File: src/rtl/bfw_pkg.sv
package bfw_pkg;

  typedef enum logic [1:0] {
    DRV_FLOAT = 2'b00,
    DRV_LOW   = 2'b01,
    DRV_HIGH  = 2'b10,
    DRV_OFF   = 2'b11
  } drv_cmd_e;

  // A phase is compared only while one switch is actively driving it.
  function automatic logic drv_is_active(input drv_cmd_e cmd);
    return (cmd == DRV_LOW) || (cmd == DRV_HIGH);
  endfunction

  function automatic logic drv_expected_lvl(input drv_cmd_e cmd);
    return (cmd == DRV_HIGH);
  endfunction

endpackage

File: src/rtl/bfw_blank_timer.sv
module bfw_blank_timer #(
  parameter int BLANK_CYC = 20
) (
  input  logic clk_i,
  input  logic rst_ni,
  input  logic restart_i,
  output logic blank_o
);

  localparam int CW = (BLANK_CYC < 2) ? 1 : $clog2(BLANK_CYC + 1);
  localparam logic [CW-1:0] LOAD_V = CW'(BLANK_CYC);

  logic [CW-1:0] cnt_q, cnt_d;
  logic          cnt_en;
  logic          busy;

  assign busy = (cnt_q != '0);

  // Window covers the strobe cycle itself plus the BLANK_CYC cycles after it.
  assign blank_o = restart_i | busy;

  always_comb begin
    cnt_en = restart_i | busy;
    cnt_d  = cnt_q;
    if (restart_i) begin
      cnt_d = LOAD_V;
    end else if (busy) begin
      cnt_d = cnt_q - 1'b1;
    end
  end

  always_ff @(posedge clk_i or negedge rst_ni) begin
    if (!rst_ni) begin
      cnt_q <= '0;
    end else if (cnt_en) begin
      cnt_q <= cnt_d;
    end
  end

endmodule

File: src/rtl/bfw_phase_cmp.sv
module bfw_phase_cmp
  import bfw_pkg::*;
(
  input  logic [1:0] cmd_i,
  input  logic       sense_i,
  output logic       mism_o
);

  drv_cmd_e cmd;
  logic     active;
  logic     want_lvl;

  assign cmd      = drv_cmd_e'(cmd_i);
  assign active   = drv_is_active(cmd);
  assign want_lvl = drv_expected_lvl(cmd);
  assign mism_o   = active & (sense_i != want_lvl);

endmodule

File: src/rtl/bfw_thermal_hyst.sv
module bfw_thermal_hyst #(
  parameter int TEMP_W  = 8,
  parameter int HOT_SET = 135,
  parameter int HOT_CLR = 95
) (
  input  logic              clk_i,
  input  logic              rst_ni,
  input  logic [TEMP_W-1:0] temp_i,
  output logic              hot_o
);

  localparam logic [TEMP_W-1:0] SET_V = TEMP_W'(HOT_SET);
  localparam logic [TEMP_W-1:0] CLR_V = TEMP_W'(HOT_CLR);

  logic hot_q, hot_d, hot_en;
  logic at_set, below_clr;

  assign at_set    = (temp_i >= SET_V);
  assign below_clr = (temp_i <  CLR_V);

  always_comb begin
    hot_d  = hot_q;
    hot_en = 1'b0;
    if (!hot_q && at_set) begin
      hot_d  = 1'b1;
      hot_en = 1'b1;
    end else if (hot_q && below_clr) begin
      hot_d  = 1'b0;
      hot_en = 1'b1;
    end
  end

  always_ff @(posedge clk_i or negedge rst_ni) begin
    if (!rst_ni) begin
      hot_q <= 1'b0;
    end else if (hot_en) begin
      hot_q <= hot_d;
    end
  end

  assign hot_o = hot_q;

endmodule

File: src/rtl/bridge_fault_watch.sv
module bridge_fault_watch #(
  parameter int N_PH      = 2,
  parameter int BLANK_CYC = 20,
  parameter int TEMP_W    = 8,
  parameter int HOT_SET   = 135,
  parameter int HOT_CLR   = 95
) (
  input  logic                clk_i,
  input  logic                rst_ni,
  input  logic [2*N_PH-1:0]   cmd_state_i,
  input  logic [N_PH-1:0]     sense_lvl_i,
  input  logic                cmd_chg_i,
  input  logic [TEMP_W-1:0]   temp_code_i,
  output logic                short_flag_o,
  output logic                hot_flag_o
);

  logic [N_PH-1:0] ph_mism;
  logic            blank;
  logic            any_mism;
  logic            short_q, short_d, short_en;

  bfw_blank_timer #(
    .BLANK_CYC(BLANK_CYC)
  ) u_blank (
    .clk_i    (clk_i),
    .rst_ni   (rst_ni),
    .restart_i(cmd_chg_i),
    .blank_o  (blank)
  );

  for (genvar p = 0; p < N_PH; p++) begin : g_ph
    bfw_phase_cmp u_cmp (
      .cmd_i  (cmd_state_i[2*p +: 2]),
      .sense_i(sense_lvl_i[p]),
      .mism_o (ph_mism[p])
    );
  end

  assign any_mism = |ph_mism;

  always_comb begin
    short_d  = any_mism & ~blank;
    short_en = (short_d != short_q);
  end

  always_ff @(posedge clk_i or negedge rst_ni) begin
    if (!rst_ni) begin
      short_q <= 1'b0;
    end else if (short_en) begin
      short_q <= short_d;
    end
  end

  assign short_flag_o = short_q;

  bfw_thermal_hyst #(
    .TEMP_W (TEMP_W),
    .HOT_SET(HOT_SET),
    .HOT_CLR(HOT_CLR)
  ) u_therm (
    .clk_i (clk_i),
    .rst_ni(rst_ni),
    .temp_i(temp_code_i),
    .hot_o (hot_flag_o)
  );

endmodule

File: config.mk
export PLATFORM = sky130hd
export DESIGN_NAME = bridge_fault_watch
export DESIGN_NICKNAME = d
export VERILOG_FILES = /design/src/rtl/bfw_pkg.sv /design/src/rtl/bfw_blank_timer.sv /design/src/rtl/bfw_phase_cmp.sv /design/src/rtl/bfw_thermal_hyst.sv /design/src/rtl/bridge_fault_watch.sv
export SDC_FILE = /design/constraint.sdc
export NUM_CORES = 1
export LEC_CHECK = 0
export BUFFER_PORTS_ARGS = -buffer_cell sky130_fd_sc_hd__clkbuf_2
export CAP_MARGIN = 20
export CORE_AREA = 2 2 39 41
export CTS_BUF_LIST = sky130_fd_sc_hd__clkbuf_16
export CTS_CLUSTER_SIZE = 25
export DETAILED_ROUTE_END_ITERATION = 8
export DIE_AREA = 0 0 41 43
export PLACE_DENSITY = 0.53
export RECOVER_POWER = 100
export SLEW_MARGIN = 20
export SYNTH_ARGS = -nofsm -noshare
export SYNTH_HDL_FRONTEND = slang
export SYNTH_SLANG_ARGS = --single-unit
File: constraint.sdc
create_clock -name clk_i -period 1.55 [get_ports clk_i]
set_input_delay 0.2325 -clock clk_i [delete_from_list [all_inputs] [get_ports clk_i]]
set_output_delay 0.2325 -clock clk_i [all_outputs]
set_load 0.1 [all_outputs]
==> results.json <==
{
  "outcome": "complete, no violations",
  "worstPathRequired_ns": 1.67,
  "synth_compound_area_share_pct": 15.22,
  "cts_max_level": 1,
  "synth_fa_ha_area_share_pct": 9.317,
  "path_clk_slew_ns": 0.04,
  "highest_layer": "met4",
  "track_usage_pct": 11.98,
  "synthTopCellsByArea": "dfrtp_1 (43%), ha_1 (9.3%), xnor2_1 (6.5%)",
  "cts_buffers": 3,
  "period_share_pct": 94.27,
  "fmaxAchievable_mhz": 684.4,
  "synth_area_leader_cell": "dfrtp_1",
  "slew_headroom_pct": 64.14,
  "io_pins": 19,
  "maxCapViolations": 0,
  "muxShareOfSynthArea_pct": 0,
  "hold_viol": 0,
  "synth_top_family_by_area": "simple AND/OR/NAND/NOR gates",
  "met3_length_um": 43,
  "grt_start_max_net_pins": 8,
  "clockBufferDepth": 2,
  "routed_wl_um": 821,
  "wl_per_cell_um": 10.66,
  "ys_warn_count": 0,
  "grt_pass1_vias": 347,
  "wl_met1_um": 385,
  "min_path_type": "primary input to flop",
  "synth.top_cell.area_share_pct": 43.48,
  "synth_xor_area_share_pct": 6.522,
  "ys.flop_type": "dfrtp_1",
  "drt_iter0_drc": 1,
  "diodes": 0,
  "tns_ns": 0,
  "cp-end-kind": "flop",
  "fin_area_um2": 596.8,
  "synthTopCellsByCount": "dfrtp_1 (7), inv_1 (5), ha_1 (3), xnor2_1 (3)",
  "synth_edf_count": 0,
  "ys_ff_latch": 7,
  "skew_ns": 0.004293,
  "worstSetupStartpointType": "flop",
  "root_buffer": "clkbuf_16",
  "grt_pass1_wl_mm": 1.338,
  "min_period_ns": 1.461,
  "netlist_instances": 38,
  "fp-row-count": 14,
  "portBuffers": 18,
  "core_area_um2": 1384,
  "synthDistinctLibCells": 21,
  "die_h_um": 43,
  "ant_nets": 0,
  "die_area_um2": 1763,
  "synthSimpleGateAreaFrac_pct": 20.81,
  "syn2layout_area_growth_pct": 48.14,
  "yosysSeqAreaShare_pct": 43.48,
  "worstMarginPinSlew_ns": 0.5402,
  "cts_setup_buffers": 0,
  "ir_drop_v": 0.0005414,
  "drt_pre_antenna_iters": 2,
  "grt_overflow": 0,
  "start_util_pct": 29.11,
  "gp_congestion": 0.7418,
  "syn_area_um2": 402.9,
  "p_leak_uw": 0.0002998,
  "drv_slew": 0,
  "viasPerCell": 4.494,
  "post-route-drc-count": 0,
  "clk_latency_ns": 0.23,
  "path_class": "flop to flop",
  "cts_sinks": 7,
  "path_max_fanout": 3,
  "met2_length_um": 386,
  "die_x_um": 41,
  "async_flop_share_pct": 100.0,
  "finalNetCount": 82,
  "finalSetupViolations": 0,
  "yosysMostFrequentCell": "dfrtp_1",
  "rsz0062_at_grt": "no",
  "power_density_nw_per_um2": 1301,
  "dp_hpwl_um": 613,
  "drive_gt1_share_pct": 36.07,
  "place_area_um2": 513.0,
  "crit_arrival_ns": 1.58,
  "grt_antenna_before_repair": 0,
  "via_count": 346,
  "cts_tree": "built",
  "synth_area_per_cell_um2": 10.60,
  "syn_nets": 58
}
[state kept, by name, indices dropped and copies added, names as in the netlist]
name           cells
short_flag_o       1
u_therm.hot_o      1
u_blank.cnt_q      5
[layout make-up]
type,instances,area [µm²]
fill,133,787.0
multi-input combinational,26,205.2
sequential,7,175.2
timing repair buffer,19,98.84
clock buffer,3,75.07
tap,16,20.02
inverter,5,18.77
clock inverter,1,3.754
[stage by stage]
step | instances | hold WS [ns] | power (µW) | utilization (%) | setup WS (ns)
2_1_floorplan | 38 | -0.06309 | 300.1 | - | 0.1666
6_report | 77 | 0.2390 | 776.2 | 43.13 | 0.08888
4_1_cts | 77 | 0.2377 | 784.1 | 43.49 | 0.08835
3_3_place_gp | 72 | 0.08058 | 339.6 | 37.07 | 0.1388
3_5_place_dp | 72 | 0.07717 | 342.9 | 37.07 | 0.1149
5_1_grt | 77 | 0.2674 | 817.7 | 43.13 | 0.001916
[timing repair]
action	CTS	global route
endpoints found under the setup margin	0	1
hold buffers	1	0
resized for setup	0	1
endpoints found under the hold margin	7	0
[cells by family after synthesis]
| logic type | Yosys count |
|---|---|
| fa+ha+maj | 3 |
| buf+inv | 5 |
| flops | 7 |
| simple gates | 11 |
| xor+xnor | 3 |
| compound gates | 9 |
[power breakdown]
group	internal, µW	leakage, µW	switching (µW)
combinational	56.8	0.000174	62.8
clock	336	0.0000423	97.8
sequential	203	0.0000839	20.3
[worst paths after layout]
kind / start / end / slack (ns) / depth (start not counted)
max reg2reg: u_blank.cnt_q[0]$_DFFE_PN0P_ / u_blank.cnt_q[4]$_DFFE_PN0P_ / 0.09 / 5
max in group asynchronous: rst_ni / u_blank.cnt_q[0]$_DFFE_PN0P_ / 0.85 / 2
min reg2reg: u_therm.hot_o$_DFFE_PN0P_ / u_therm.hot_o$_DFFE_PN0P_ / 0.54 / 2
min in group asynchronous: rst_ni / u_blank.cnt_q[3]$_DFFE_PN0P_ / 0.43 / 2
max: u_blank.cnt_q[0]$_DFFE_PN0P_ / u_blank.cnt_q[4]$_DFFE_PN0P_ / 0.09 / 5
min: temp_code_i[7] / u_therm.hot_o$_DFFE_PN0P_ / 0.24 / 3
[critical path, cell delays in order (launching register included)]
cell and delay [ns]:
dfrtp_1 0.36, inv_1 0.10, ha_1 0.18, inv_1 0.07, or3_2 0.47, a21o_1 0.18
[cells in the final DEF, fill, tap and decap left out, types with 2 or more instances in the layout]
cell       count
nand2_1        2
clkbuf_16      3
ha_1           3
inv_1          6
clkbuf_2      17
or3_1          2
a21oi_1        2
xnor2_1        3
dfrtp_1        7
o31ai_1        2
[layer usage]
metal	vias to the layer above	global-route usage (%)
met1	152	14.67
met5	-	0
met4	0	8.000
met3	2	3.141
met2	11	17.50
li1	181	-
No activity file was read; power rests on OpenSTA's default activity.
